[src/rtl/ics_pkg.sv]
package ics_pkg;
  localparam int WORD_W = 16;
  localparam int ADR_W  = 12;
  localparam int OPC_W  = 3;

  typedef enum logic [2:0] {T0, T1, T2, T3, T4, T5, T6, T7} slot_t;
  typedef enum logic [1:0] {ADR_PC, ADR_IR, ADR_MAR} addr_sel_t;
  typedef enum logic [1:0] {MAR_HOLD, MAR_PC, MAR_IR, MAR_RDATA} mar_sel_t;
  typedef enum logic [1:0] {MBR_HOLD, MBR_RDATA, MBR_AC} mbr_sel_t;
  typedef enum logic [1:0] {AC_HOLD, AC_ALU, AC_REG} ac_sel_t;

  localparam logic [OPC_W-1:0] OP_AND = 3'd0;
  localparam logic [OPC_W-1:0] OP_ADD = 3'd1;
  localparam logic [OPC_W-1:0] OP_LDA = 3'd2;
  localparam logic [OPC_W-1:0] OP_STA = 3'd3;
  localparam logic [OPC_W-1:0] OP_JMP = 3'd4;
  localparam logic [OPC_W-1:0] OP_JZ  = 3'd5;
  localparam logic [OPC_W-1:0] OP_JN  = 3'd6;
  localparam logic [OPC_W-1:0] OP_REG = 3'd7;

  localparam int RB_CLR = 0;
  localparam int RB_INC = 1;
  localparam int RB_CPL = 2;
  localparam int RB_OUT = 10;
  localparam int RB_HLT = 11;

  typedef struct packed {
    logic      pc_inc;
    logic      pc_load;
    mar_sel_t  mar_sel;
    mbr_sel_t  mbr_sel;
    logic      ir_load;
    ac_sel_t   ac_sel;
    logic      mem_rd;
    logic      mem_wr;
    addr_sel_t addr_sel;
    logic      out_valid;
  } ctl_t;
endpackage

[src/rtl/ics_alu.sv]
module ics_alu
  import ics_pkg::*;
#(
  parameter int DW = WORD_W
) (
  input  logic [OPC_W-1:0] opc,
  input  logic [2:0]       rbits,
  input  logic [DW-1:0]    ac,
  input  logic [DW-1:0]    mbr,
  output logic [DW-1:0]    mem_res,
  output logic [DW-1:0]    reg_res,
  output logic             cond
);
  logic [DW-1:0] v_clr, v_cpl;

  always_comb begin
    unique case (opc)
      OP_AND:  mem_res = ac & mbr;
      OP_ADD:  mem_res = ac + mbr;
      OP_LDA:  mem_res = mbr;
      default: mem_res = ac;
    endcase
  end

  always_comb begin
    v_clr   = rbits[RB_CLR] ? '0 : ac;
    v_cpl   = rbits[RB_CPL] ? ~v_clr : v_clr;
    reg_res = rbits[RB_INC] ? v_cpl + 1'b1 : v_cpl;
  end

  always_comb begin
    unique case (opc)
      OP_JMP:  cond = 1'b1;
      OP_JZ:   cond = (ac == '0);
      OP_JN:   cond = ac[DW-1];
      default: cond = 1'b0;
    endcase
  end
endmodule

[src/rtl/ics_ctrl.sv]
module ics_ctrl
  import ics_pkg::*;
(
  input  logic             clk,
  input  logic             rst,
  input  logic             ind,
  input  logic [OPC_W-1:0] opc,
  input  logic             r_out,
  input  logic             r_hlt,
  input  logic             alu_cond,
  input  logic             out_ready,
  output ctl_t             ctl,
  output slot_t            slot,
  output logic             halted
);
  slot_t slot_q, slot_d;
  logic  halt_q, halt_d;
  logic  is_reg, is_jmp, is_sta;

  assign is_reg = (opc == OP_REG);
  assign is_jmp = (opc == OP_JMP) || (opc == OP_JZ) || (opc == OP_JN);
  assign is_sta = (opc == OP_STA);

  always_comb begin
    ctl    = '0;
    slot_d = slot_q;
    halt_d = halt_q;
    if (!halt_q) begin
      unique case (slot_q)
        T0: begin
          ctl.mar_sel  = MAR_PC;
          ctl.mem_rd   = 1'b1;
          ctl.addr_sel = ADR_PC;
          ctl.pc_inc   = 1'b1;
          slot_d       = T1;
        end
        T1: begin
          ctl.mbr_sel = MBR_RDATA;
          slot_d      = T2;
        end
        T2: begin
          ctl.ir_load = 1'b1;
          slot_d      = T3;
        end
        T3: begin
          if (is_reg) begin
            ctl.out_valid = r_out;
            if (!r_out || out_ready) begin
              ctl.ac_sel = AC_REG;
              halt_d     = r_hlt;
              slot_d     = T0;
            end
          end else begin
            if (ind) begin
              ctl.mem_rd   = 1'b1;
              ctl.addr_sel = ADR_IR;
              ctl.mar_sel  = MAR_IR;
            end
            slot_d = T4;
          end
        end
        T4: begin
          ctl.mar_sel = ind ? MAR_RDATA : MAR_IR;
          if (ind) ctl.mbr_sel = MBR_RDATA;
          slot_d = T5;
        end
        T5: begin
          if (is_jmp) begin
            ctl.pc_load = alu_cond;
            slot_d      = T0;
          end else if (is_sta) begin
            ctl.mbr_sel = MBR_AC;
            slot_d      = T6;
          end else begin
            ctl.mem_rd   = 1'b1;
            ctl.addr_sel = ADR_MAR;
            slot_d       = T6;
          end
        end
        T6: begin
          if (is_sta) begin
            ctl.mem_wr   = 1'b1;
            ctl.addr_sel = ADR_MAR;
            slot_d       = T0;
          end else begin
            ctl.mbr_sel = MBR_RDATA;
            slot_d      = T7;
          end
        end
        default: begin
          ctl.ac_sel = AC_ALU;
          slot_d     = T0;
        end
      endcase
    end
  end

  always_ff @(posedge clk) begin
    if (rst) begin
      slot_q <= T0;
      halt_q <= 1'b0;
    end else begin
      slot_q <= slot_d;
      halt_q <= halt_d;
    end
  end

  assign slot   = slot_q;
  assign halted = halt_q;

  AST_REG_DONE: assert property (@(posedge clk) disable iff (rst)
    (slot_q == T3 && is_reg && ctl.ac_sel == AC_REG) |=> slot_q == T0);
  AST_OUT_HOLD: assert property (@(posedge clk) disable iff (rst)
    (ctl.out_valid && !out_ready) |=> (ctl.out_valid && slot_q == T3));
  AST_HALT_STICKY: assert property (@(posedge clk) disable iff (rst)
    halt_q |=> (halt_q && slot_q == T0 && !ctl.mem_rd && !ctl.mem_wr));
endmodule

[src/rtl/ics_datapath.sv]
module ics_datapath
  import ics_pkg::*;
#(
  parameter int DW = WORD_W,
  parameter int AW = ADR_W
) (
  input  logic          clk,
  input  logic          rst,
  input  ctl_t          ctl,
  input  logic [DW-1:0] mem_rdata,
  input  logic [DW-1:0] mem_res,
  input  logic [DW-1:0] reg_res,
  output logic [AW-1:0] mem_addr,
  output logic [DW-1:0] mbr,
  output logic [DW-1:0] ac,
  output logic [DW-1:0] ir,
  output logic [AW-1:0] pc
);
  logic [AW-1:0] pc_q, mar_q;
  logic [DW-1:0] mbr_q, ir_q, ac_q;

  always_ff @(posedge clk) begin
    if (rst) begin
      pc_q  <= '0;
      mar_q <= '0;
      mbr_q <= '0;
      ir_q  <= '0;
      ac_q  <= '0;
    end else begin
      if (ctl.pc_inc)       pc_q <= pc_q + 1'b1;
      else if (ctl.pc_load) pc_q <= mar_q;
      unique case (ctl.mar_sel)
        MAR_PC:    mar_q <= pc_q;
        MAR_IR:    mar_q <= ir_q[AW-1:0];
        MAR_RDATA: mar_q <= mem_rdata[AW-1:0];
        default:   mar_q <= mar_q;
      endcase
      unique case (ctl.mbr_sel)
        MBR_RDATA: mbr_q <= mem_rdata;
        MBR_AC:    mbr_q <= ac_q;
        default:   mbr_q <= mbr_q;
      endcase
      if (ctl.ir_load) ir_q <= mbr_q;
      unique case (ctl.ac_sel)
        AC_ALU:  ac_q <= mem_res;
        AC_REG:  ac_q <= reg_res;
        default: ac_q <= ac_q;
      endcase
    end
  end

  always_comb begin
    unique case (ctl.addr_sel)
      ADR_IR:  mem_addr = ir_q[AW-1:0];
      ADR_MAR: mem_addr = mar_q;
      default: mem_addr = pc_q;
    endcase
  end

  assign mbr = mbr_q;
  assign ac  = ac_q;
  assign ir  = ir_q;
  assign pc  = pc_q;

  AST_FETCH_INC: assert property (@(posedge clk) disable iff (rst)
    ctl.pc_inc |=> (pc_q == $past(pc_q) + 1'b1 && mar_q == $past(pc_q)));
  AST_IR_FROM_MBR: assert property (@(posedge clk) disable iff (rst)
    ctl.ir_load |=> ir_q == $past(mbr_q));
  AST_STORE_DATA: assert property (@(posedge clk) disable iff (rst)
    ctl.mem_wr |-> mbr_q == ac_q);
endmodule

[src/rtl/instr_cycle_seq.sv]
module instr_cycle_seq
  import ics_pkg::*;
#(
  parameter int DW = WORD_W,
  parameter int AW = ADR_W
) (
  input  logic          clk,
  input  logic          rst,
  output logic [AW-1:0] mem_addr,
  output logic          mem_rd,
  output logic          mem_wr,
  output logic [DW-1:0] mem_wdata,
  input  logic [DW-1:0] mem_rdata,
  output logic          out_valid,
  input  logic          out_ready,
  output logic [DW-1:0] out_data,
  output logic          halted,
  output logic [AW-1:0] pc,
  output logic [DW-1:0] ir,
  output logic [2:0]    tslot
);
  localparam int IND_BIT = DW - 1;
  localparam int OPC_LSB = AW;

  ctl_t          ctl;
  slot_t         slot;
  logic [DW-1:0] mbr, ac, mem_res, reg_res;
  logic          cond;
  logic [OPC_W-1:0] opc;

  assign opc = ir[OPC_LSB +: OPC_W];

  ics_ctrl u_ctrl (
    .clk(clk), .rst(rst), .ind(ir[IND_BIT]), .opc(opc),
    .r_out(ir[RB_OUT]), .r_hlt(ir[RB_HLT]), .alu_cond(cond),
    .out_ready(out_ready), .ctl(ctl), .slot(slot), .halted(halted)
  );

  ics_alu #(.DW(DW)) u_alu (
    .opc(opc), .rbits(ir[2:0]), .ac(ac), .mbr(mbr),
    .mem_res(mem_res), .reg_res(reg_res), .cond(cond)
  );

  ics_datapath #(.DW(DW), .AW(AW)) u_dp (
    .clk(clk), .rst(rst), .ctl(ctl), .mem_rdata(mem_rdata),
    .mem_res(mem_res), .reg_res(reg_res), .mem_addr(mem_addr),
    .mbr(mbr), .ac(ac), .ir(ir), .pc(pc)
  );

  assign mem_rd    = ctl.mem_rd;
  assign mem_wr    = ctl.mem_wr;
  assign mem_wdata = mbr;
  assign out_valid = ctl.out_valid;
  assign out_data  = ac;
  assign tslot     = slot;

  AST_ONE_PORT: assert property (@(posedge clk) disable iff (rst)
    !(mem_rd && mem_wr));
  AST_PC_FROZEN: assert property (@(posedge clk) disable iff (rst)
    halted |=> $stable(pc));
  AST_OUT_STABLE: assert property (@(posedge clk) disable iff (rst)
    (out_valid && !out_ready) |=> $stable(out_data));
endmodule

[config.mk]
export PLATFORM = sky130hd
export DESIGN_NAME = instr_cycle_seq
export DESIGN_NICKNAME = d
export VERILOG_FILES = /design/src/rtl/ics_pkg.sv /design/src/rtl/ics_alu.sv /design/src/rtl/ics_ctrl.sv /design/src/rtl/ics_datapath.sv /design/src/rtl/instr_cycle_seq.sv
export SDC_FILE = /design/constraint.sdc
export NUM_CORES = 1
export LEC_CHECK = 0
export ABC_AREA = 0
export ABC_CLOCK_PERIOD_IN_PS = 3380
export BUFFER_PORTS_ARGS = -buffer_cell sky130_fd_sc_hd__buf_2
export CAP_MARGIN = 0
export CORE_UTILIZATION = 25
export DETAILED_ROUTE_END_ITERATION = 8
export PLACE_DENSITY = 0.45
export SETUP_SLACK_MARGIN = 0.05
export SYNTH_ARGS = -nofsm -noshare
export SYNTH_HDL_FRONTEND = slang
export SYNTH_HIERARCHICAL = 1
export SYNTH_SLANG_ARGS = --single-unit
[constraint.sdc]
create_clock -name clk -period 3.38 [get_ports clk]
set_clock_uncertainty 0.15 [all_clocks]
set_input_delay 0 -clock clk [delete_from_list [all_inputs] [get_ports clk]]
set_output_delay 0 -clock clk [all_outputs]
set_load 0.05 [all_outputs]
==> impl_metrics.py, run 1 <==
metrics = {
    "routing": {
        "drc": 0,
        "viasPerCell": 5.15,
        "ant_nets": 0,
        "routed_wl_um": 22000,
        "drt_pass1_iterations": 5,
        "wire_per_inst_um": 18.0,
        "dr.first_iter.drc_count": 405,
        "num_vias": 6278,
    },
    "global_routing": {
        "track_usage_pct": 17.3,
        "grt_max_degree": 77,
        "antenna_found_initial": 0,
        "grt_pass1_vias": 5966,
        "grt_overflow": 0,
        "grt_pass1_wl_um": 34600,
    },
    "floorplan": {
        "start_util_pct": 25.4,
        "die_y_um": 159,
        "dieArea_um2": 25300,
        "pin_count": 98,
        "die_x_um": 159,
        "core_area_um2": 24200,
        "rows": 57,
    },
    "critical_path": {
        "setup.worst_path.class": "flop to flop",
        "slowest_delay_ns": 0.47,
        "regToRegSetupSlack_ns": 0.29,
        "end_kind": "flop",
        "required_ns": 3.43,
        "path_cells": "ha_1 > a2111oi_0 > o21ai_0 > and4_1 > or3_1 > a31o_2 > mux2i_1 > nor2_1 > a21oi_1 > nor2_1",
        "crit_top_cell": "nor2_1",
        "worstPathMaxFanout": 11,
        "cpMaxStageDelayCell": "dfxtp_1",
        "arrival_ns": 3.14,
        "startpoint_type": "flop",
    },
    "min_path": {
        "min_path_type": "input port to flop",
    },
    "synth": {
        "synth_area_um2": 6170,
        "yosysSeqAreaShare_pct": 24.7,
        "synth_edf_count": 0,
        "ys_seq_elements": 76,
        "async_flop_share_pct": 0,
        "synth_fp_nets": 830,
        "synth_cell_types": 75,
        "ys.flop_type": "dfxtp_1",
        "synth_warnings": 6,
        "syn_inst": 788,
        "syn-mean-instance-area_um2": 7.83,
    },
    "sta": {
        "worst_hold_slack_ns": 0.0742,
        "min_period_ns": 3.09,
        "slew_headroom_pct": 24.4,
        "setup_viol": 0,
        "finalCritPeriodShare_pct": 91.5,
        "grt_setup_unrepaired": "false",
        "max_freq_mhz": 323,
        "tns_ns": 0,
        "finalHoldViolations": 0,
        "drv_slew": 0,
        "tightest_slew_ns": 1.13,
    },
    "cells_and_area": {
        "fin_nets": 933,
        "final_area_um2": 7590,
        "antenna_cells": 0,
        "drive_gt1_share_pct": 20.6,
        "area_growth_pct": 23.0,
    },
    "placement": {
        "port_buffers": 97,
        "gp_congestion": 0.895,
        "dpl_cell_area_um2": 7120,
        "hpwlAfterDp_um": 16000,
    },
    "clocking": {
        "post_cts_buffers": 0,
        "clock_sinks": 76,
        "clk_path_buf_depth": 2,
        "ctsRootBufferMaster": "clkbuf_16",
        "cts_tree": "yes",
        "numCtsBuffers": 9,
        "htree_levels": 3,
        "clk_pin_slew_ns": 0.07,
        "clk_latency_ns": 0.35,
    },
    "power": {
        "leakage_nw": 2.94,
        "p_total_mw": 2.50,
        "power_density_nw_per_um2": 329,
        "ir_drop_v": 0.000230,
    },
    "status": {
        "run_status": "completed",
    },
    "flow_run": {
        "drv_cap": 0,
    },
}
## routing by layer
| metal | track usage, % | vias up | routed length, µm |
|---|---|---|---|
| met5 | 0 | - | 0 |
| met4 | 5.73 | 0 | 452 |
| met3 | 2.40 | 24 | 894 |
| met2 | 28.9 | 164 | 10200 |
| met1 | 23.0 | 3003 | 10400 |
| li1 | - | 3087 | - |
## cell usage after synthesis (all sizes together), types with 10 or more instances
master	number	area [µm²]
nor2	119	454
mux2i	60	601
a211oi	14	123
a22oi	14	105
nand2	60	225
nor2b	29	189
o21ai	35	175
dfxtp	76	1520
a21oi	76	380
inv	21	78.8
buf	19	109
ha	22	275
nand3	10	80.1
xnor2	28	245
mux4	12	270
clkbuf	37	140
nor3	23	115
## registers in the layout, indices dropped and copies added (netlist names)
signal         cells
u_dp/ir           16
u_dp/ac           16
u_ctrl/halted      1
u_dp/mar_q        12
u_dp/pc           12
u_ctrl/slot        3
u_dp/mbr          16
## cell usage in the layout, fill, tap and decap left out, drive strengths merged, types with 5 or more instances in the layout
cell	n
a211oi	14
a21o	8
a21oi	76
a22oi	14
a31oi	7
a32oi	6
and3	7
buf	132
clkbuf	9
dfxtp	76
dlygate4sd3	16
ha	22
inv	24
mux2i	60
mux4	12
nand2	60
nand2b	5
nand3	10
nand4	8
nor2	119
nor2b	29
nor3	23
nor4	7
o211ai	5
o21ai	35
o21bai	9
o22a	5
o22ai	7
o32ai	5
xnor2	28
## stage by stage
step	setup WS, ns	util, %	instances
after global placement	0.379	29.4	1188
final	0.288	31.3	1220
after floorplan	0.0606	-	788
after global routing	0.0616	31.3	1220
after CTS	0.158	31.3	1220
after detailed placement	0.373	29.4	1188
## final cells by class
| class | instances | area, µm² |
|---|---|---|
| clock buffers | 9 | 225 |
| inverters | 22 | 82.6 |
| repair buffers | 148 | 933 |
| fillers | 2654 | 16700 |
| clock inverters | 7 | 82.6 |
| multi-input cells | 634 | 4340 |
| flip-flops and latches | 76 | 1530 |
| well taps | 324 | 405 |
## path summary, 6_finish.rpt
check                       from       endpoint  cells past startpoint
setup / recovery      u_dp/ac[5]    u_dp/ac[15]                     10
hold / removal         out_ready  u_ctrl/halted                      4
setup reg to reg      u_dp/ac[5]    u_dp/ac[15]                     10
hold reg to reg   u_dp/mar_q[10]    u_dp/pc[10]                      2
## logic make-up after synthesis
| kind of cell | after synthesis | synth area share (%) |
|---|---|---|
| AO/OA/AOI/OAI | 224 | 24.0 |
| multiplexers | 76 | 14.8 |
| buffers and inverters | 78 | 5.37 |
| XOR/XNOR | 30 | 4.26 |
| AND/OR/NAND/NOR | 281 | 22.1 |
| adder cells (fa/ha/maj) | 23 | 4.79 |
| flip-flops | 76 | 24.7 |
## critical path, delay by kind of cell, from the launching register on
kind / cells / cell delay [ns]
flip-flops: 1 / 0.47
multiplexers: 1 / 0.12
AO/OA/AOI/OAI: 4 / 1.10
AND/OR/NAND/NOR: 4 / 0.73
adder cells (fa/ha/maj): 1 / 0.36
## timing repair
action	4_1_cts	5_1_grt
gates resized for setup	0	2
endpoints found under the hold margin	27	0
hold buffers	16	0
setup endpoints to repair	0	12
## power breakdown
group	switching, mW	internal (mW)	total (mW)
clock	0.440	0.584	1.02
combinational	0.317	0.167	0.485
sequential	0.0625	0.928	0.991
total	0.820	1.68	2.50
Power figures use the tool's default switching activity.
==> run 2: changes to the inputs <==
Settings changed: ABC_CLOCK_PERIOD_IN_PS 3380 to 3900, PLACE_DENSITY 0.45 to 0.44.
Clock period 3.38 ns to 3.9 ns, I/O delays scaled along.
==> run 2 against run 1 <==
Flip-flop and latch count stayed put. Combinational power fell by 14%. Clock power is 19% lower. Routed wire length is 1.8% lower. Critical path type is now flop to output port. Die area is the same. Critical endpoint is now mem_addr[4]. Sequential power down 14%. Global-route usage is 0.26 points lower.
==> impl_metrics.py, run 2 (synthesis gave the netlist of run 1 again) <==
metrics = {
    "status": {
        "run_status": "completed",
    },
    "flow_run": {
        "drv_cap": 0,
    },
    "placement": {
        "dpl_cell_area_um2": 7030,
        "gp_congestion": 0.849,
        "dp.cells": 1180,
        "port_buffers": 97,
        "hpwlAfterDp_um": 16000,
    },
    "power": {
        "swShare_pct": 33.9,
        "seq_power_share_pct": 40.7,
        "clkPwrFrac_pct": 39.4,
        "p_comb_share_pct": 19.8,
        "ir_drop_v": 0.000178,
        "p_sw_mw": 0.711,
        "leakage_nw": 2.89,
        "p_int_mw": 1.39,
        "p_total_mw": 2.10,
        "power_density_nw_per_um2": 281,
    },
    "sta": {
        "grt_setup_unrepaired": "false",
        "slew_headroom_pct": 27.3,
        "finalCritPeriodShare_pct": 82.7,
        "finalHoldViolations": 0,
        "tightest_slew_ns": 1.09,
        "max_freq_mhz": 310,
        "min_period_ns": 3.22,
        "tns_ns": 0,
        "setup_viol": 0,
        "drv_slew": 0,
    },
    "routing": {
        "drc": 0,
        "num_vias": 6175,
        "ant_nets": 0,
        "routed_wl_um": 21600,
        "wire_per_inst_um": 17.8,
        "viasPerCell": 5.09,
        "drt_pass1_iterations": 4,
        "dr.first_iter.drc_count": 356,
    },
    "global_routing": {
        "track_usage_pct": 17.1,
        "antenna_found_initial": 0,
        "grt_pass1_wl_um": 34100,
        "grt_pass1_vias": 5769,
        "grt_overflow": 0,
        "grt_max_degree": 54,
    },
    "cells_and_area": {
        "layout_commonest_cell": "nor2_1",
        "antenna_cells": 0,
        "fin_util_pct": 30.8,
        "instances_no_fill": 1212,
        "final_area_um2": 7480,
        "fin_nets": 925,
        "drive_gt1_share_pct": 19.5,
        "final_cell_mix": "nor2_1 (118), buf_2 (97), a21oi_1 (76), dfxtp_1 (76)",
        "area_growth_pct": 21.1,
    },
    "critical_path": {
        "startpoint_type": "flop",
        "r2r-start": "u_dp/ac[6]",
        "worstPathMaxFanout": 17,
        "reg2reg_depth": 10,
        "regToRegSetupSlack_ns": 0.68,
        "reg2reg_to": "u_dp/ac[15]",
        "required_ns": 3.75,
        "setup.worst_path.class": "flop to output port",
        "arrival_ns": 3.07,
        "end_kind": "output port",
    },
    "clocking": {
        "clk_path_buf_depth": 2,
        "htree_levels": 3,
        "cts_resized": 0,
        "clk_latency_ns": 0.35,
        "numCtsBuffers": 9,
        "clk_pin_slew_ns": 0.07,
        "clock_sinks": 76,
        "cts_tree": "yes",
        "ctsRootBufferMaster": "clkbuf_16",
    },
    "floorplan": {
        "rows": 57,
        "dieArea_um2": 25300,
        "start_util_pct": 25.4,
        "pin_count": 98,
        "die_y_um": 159,
        "die_x_um": 159,
        "core_area_um2": 24200,
    },
    "min_path": {
        "min_from": "out_ready",
        "hold_depth": 4,
        "worstHoldEndpoint": "u_ctrl/halted",
        "min_path_type": "input port to flop",
    },
}
## run 2: cell types whose count changed in the layout (fill, tap and decap cells not counted)
| cell | previous run | this run |
|---|---|---|
| buf_12 | 2 | 0 |
| clkinv_4 | 1 | 0 |
| o21ai_1 | 14 | 6 |
| dfxtp_1 | 73 | 76 |
| inv_6 | 2 | 3 |
| ha_2 | 1 | 0 |
| bufinv_16 | 1 | 0 |
| ha_1 | 21 | 22 |
| o21ai_0 | 21 | 29 |
| dfxtp_2 | 3 | 0 |
| buf_4 | 33 | 27 |
| clkinv_2 | 0 | 1 |
## run 2: what timing repair did
item / in CTS / in global routing
hold endpoints to repair: 26 / 0
buffers inserted: 0 / 0
hold buffers: 16 / 0
## run 2: how the worst max path moves through the flow
stage / cells past startpoint / slack, ns / startpoint / end
2_1_floorplan: 14 / 0.38 / u_dp/ir[0] / u_dp/ac[14]
3_3_place_gp: 10 / 0.56 / u_dp/ac[6] / u_dp/pc[4]
3_5_place_dp: 10 / 0.59 / u_dp/ac[6] / u_dp/pc[4]
4_1_cts: 10 / 0.59 / u_dp/ac[6] / u_dp/pc[4]
5_1_grt: 10 / 0.35 / u_dp/ac[6] / u_dp/pc[4]
6_report: 8 / 0.68 / u_ctrl/slot[1] / mem_addr[4]
## run 2: power groups by stage
stage	logic [mW]	clock network [mW]	registers [mW]
after floorplan	0.235	0	0.932
after global placement	0.405	0	0.875
after detailed placement	0.405	0	0.874
after CTS	0.418	0.848	0.855
after global routing	0.450	0.887	0.861
final	0.416	0.827	0.855
## run 2: worst max-delay path: stages, from the launching register on
cell,delay (ns)
dfxtp_1,0.72
nand4b_1,0.24
nor2_1,0.16
a21oi_1,0.05
nor3b_1,0.28
ha_1,0.59
a22oi_1,0.12
o21ai_0,0.24
buf_2,0.31
## run 2: per-layer routing
| layer | track usage [%] | vias up | wire, µm |
|---|---|---|---|
| li1 | - | 3078 | - |
| met1 | 23.4 | 2947 | 10600 |
| met2 | 27.7 | 123 | 9910 |
| met3 | 2.66 | 27 | 756 |
| met4 | 4.72 | 0 | 388 |
| met5 | 0 | - | 0 |
## run 2: stage by stage
stage | hold slack (ns) | setup WS (ns)
final | 0.0660 | 0.676
after global routing | 0.0599 | 0.353
after CTS | 0.0473 | 0.589
after detailed placement | 0.227 | 0.593
after global placement | 0.211 | 0.562
after floorplan | -0.0809 | 0.384
## run 2: area by class of cell
class | count | area (µm²)
tap | 324 | 405
clock inverter | 7 | 57.6
fill | 2650 | 16800
multi-input combinational | 634 | 4340
sequential | 76 | 1520
inverter | 22 | 82.6
clock buffer | 9 | 225
timing repair buffer | 140 | 848
==> run 3: changes to the inputs <==
Settings changed: ABC_CLOCK_PERIOD_IN_PS 3900 to 3100.
Clock period 3.9 ns to 3.1 ns, I/O delays scaled along.
==> run 3 against run 2 <==
Global-route usage hardly changed. Combinational power rose by 34%. Via count up 1.2%. Die area stayed put. Highest routed layer unchanged. Sequential share of layout area shrank 0.78 points. Critical path type is now flop to flop. Worst hold slack got worse by 0.0096 ns. Sequential power increased by 25%. Total power grew 31%. First-iteration DRC count down 4.5%. Critical path depth rose by 3. Clock power is 37% higher. Largest cell class unchanged. Non-clock buffer count rose by 32.
==> impl_metrics.py, run 3 (synthesis gave the netlist of run 1 again) <==
metrics = {
    "status": {
        "run_status": "completed",
    },
    "clocking": {
        "numCtsBuffers": 9,
        "clk_pin_slew_ns": 0.06,
        "clk_latency_ns": 0.34,
        "post_cts_buffers": 0,
        "ctsRootBufferMaster": "clkbuf_16",
        "clk_path_buf_depth": 2,
        "htree_levels": 3,
        "clock_sinks": 76,
        "cts_tree": "yes",
    },
    "cells_and_area": {
        "drive_gt1_share_pct": 22.6,
        "antenna_cells": 0,
        "final_cell_mix": "nor2_1 (118), buf_2 (97), a21oi_1 (76)",
        "area_growth_pct": 26.6,
        "fin_nets": 957,
        "layout_commonest_cell": "nor2_1",
    },
    "power": {
        "ir_drop_v": 0.000230,
        "power_density_nw_per_um2": 353,
        "p_sw_mw": 0.856,
        "swShare_pct": 31.1,
        "clkPwrFrac_pct": 41.1,
        "seq_power_share_pct": 38.7,
        "leakage_nw": 3.09,
        "p_comb_share_pct": 20.2,
        "p_int_mw": 1.90,
    },
    "global_routing": {
        "antenna_found_initial": 0,
        "grt_overflow": 0,
        "grt_max_degree": 52,
        "track_usage_pct": 17.1,
        "grt_pass1_vias": 5905,
        "grt_pass1_wl_um": 34400,
    },
    "floorplan": {
        "die_y_um": 159,
        "pin_count": 98,
        "die_x_um": 159,
        "start_util_pct": 25.4,
        "dieArea_um2": 25300,
        "rows": 57,
        "core_area_um2": 24200,
    },
    "routing": {
        "drt_pass1_iterations": 5,
        "num_vias": 6248,
        "routed_wl_um": 21600,
        "drc": 0,
        "dr.first_iter.drc_count": 340,
        "wire_per_inst_um": 17.4,
        "ant_nets": 0,
        "viasPerCell": 5.02,
    },
    "sta": {
        "grt_setup_unrepaired": "true",
        "min_period_ns": 2.90,
        "setup_viol": 0,
        "finalCritPeriodShare_pct": 93.5,
        "tns_ns": 0,
        "slew_headroom_pct": 32.4,
        "max_freq_mhz": 345,
        "tightest_slew_ns": 1.01,
        "finalHoldViolations": 0,
        "drv_slew": 0,
        "layout_setup_ws_ns": 0.202,
        "worst_hold_slack_ns": 0.0564,
    },
    "critical_path": {
        "setup.worst_path.class": "flop to flop",
        "regToRegSetupSlack_ns": 0.20,
        "crit_buf_inv": 0,
        "worst-path-stages": 11,
        "end_kind": "flop",
        "endpoint": "u_dp/ac[15]",
        "arrival_ns": 2.97,
        "reg2reg_to": "u_dp/ac[15]",
        "cpMaxStageDelayCell": "dfxtp_1",
        "reg2reg_depth": 11,
        "worstPathMaxFanout": 6,
        "slowest_delay_ns": 0.50,
        "startpoint_type": "flop",
        "path_cells": "ha_1 > o21a_1 > o21ai_0 > a21oi_1 > and4_1 > or3_1 > a31o_2 > mux2i_1 > nor2_1 > a21oi_1 > nor2_1",
        "required_ns": 3.17,
        "r2r-start": "u_dp/ac[4]",
        "crit_family": "compound AO/OA/AOI/OAI gates",
        "startpoint": "u_dp/ac[4]",
    },
    "placement": {
        "port_buffers": 97,
        "dp_worst_setup_slack_ns": 0.0568,
        "hpwlAfterDp_um": 16200,
        "gp_congestion": 0.833,
    },
    "min_path": {
        "min_path_type": "input port to flop",
        "min_from": "out_ready",
    },
    "flow_run": {
        "drv_cap": 0,
    },
}
## run 3: metrics by stage
stage | std cells | cell area, µm² | util [%] | power [mW]
after floorplan | 788 | 6180 | - | 1.47
after global placement | 1207 | 7250 | 29.9 | 1.62
after detailed placement | 1207 | 7250 | 29.9 | 1.62
after CTS | 1244 | 7780 | 32.1 | 2.79
after global routing | 1244 | 7810 | 32.2 | 2.88
final | 1244 | 7810 | 32.2 | 2.75
## run 3: how the worst min path moves through the flow
stage | depth (start not counted) | slack, ns | to
CTS | 4 | 0.05 | u_ctrl/halted
floorplan | 1 | -0.08 | u_ctrl/halted
global route | 4 | 0.11 | u_ctrl/halted
global placement | 5 | 0.21 | u_dp/mbr[12]
finish | 4 | 0.06 | u_ctrl/halted
detailed placement | 5 | 0.22 | u_dp/mbr[12]
## run 3: layout make-up
class	instances	area [µm²]
clock inverters	3	43.8
well taps	324	405
clock buffers	13	270
multi-input cells	634	4370
inverters	22	82.6
repair buffers	172	1110
flip-flops and latches	76	1530
fillers	2598	16400
## run 3: metal layers
metal	global-route usage, %	wire length [µm]
met5	0	0
met4	3.98	207
met3	2.45	699
met2	28.0	10100
met1	23.5	10600
## run 3: power groups by stage
stage	Sequential, mW	Combinational, mW	Clock, mW
4_1_cts	1.07	0.558	1.17
3_3_place_gp	1.09	0.534	0
6_report	1.07	0.556	1.13
2_1_floorplan	1.17	0.296	0
5_1_grt	1.07	0.598	1.20
3_5_place_dp	1.09	0.534	0
## run 3: what timing repair did
item,4_1_cts,5_1_grt
endpoints found under the hold margin,41,0
hold buffers,21,0
pin swaps,0,2
setup endpoints to repair,1,11
gates resized for setup,1,9
## run 3: worst register-to-register path: stages (launching register included)
cell,delay (ns)
dfxtp_1,0.50
ha_1,0.34
o21a_1,0.20
o21ai_0,0.25
a21oi_1,0.14
and4_1,0.23
or3_1,0.35
a31o_2,0.23
mux2i_1,0.12
nor2_1,0.05
a21oi_1,0.15
nor2_1,0.05
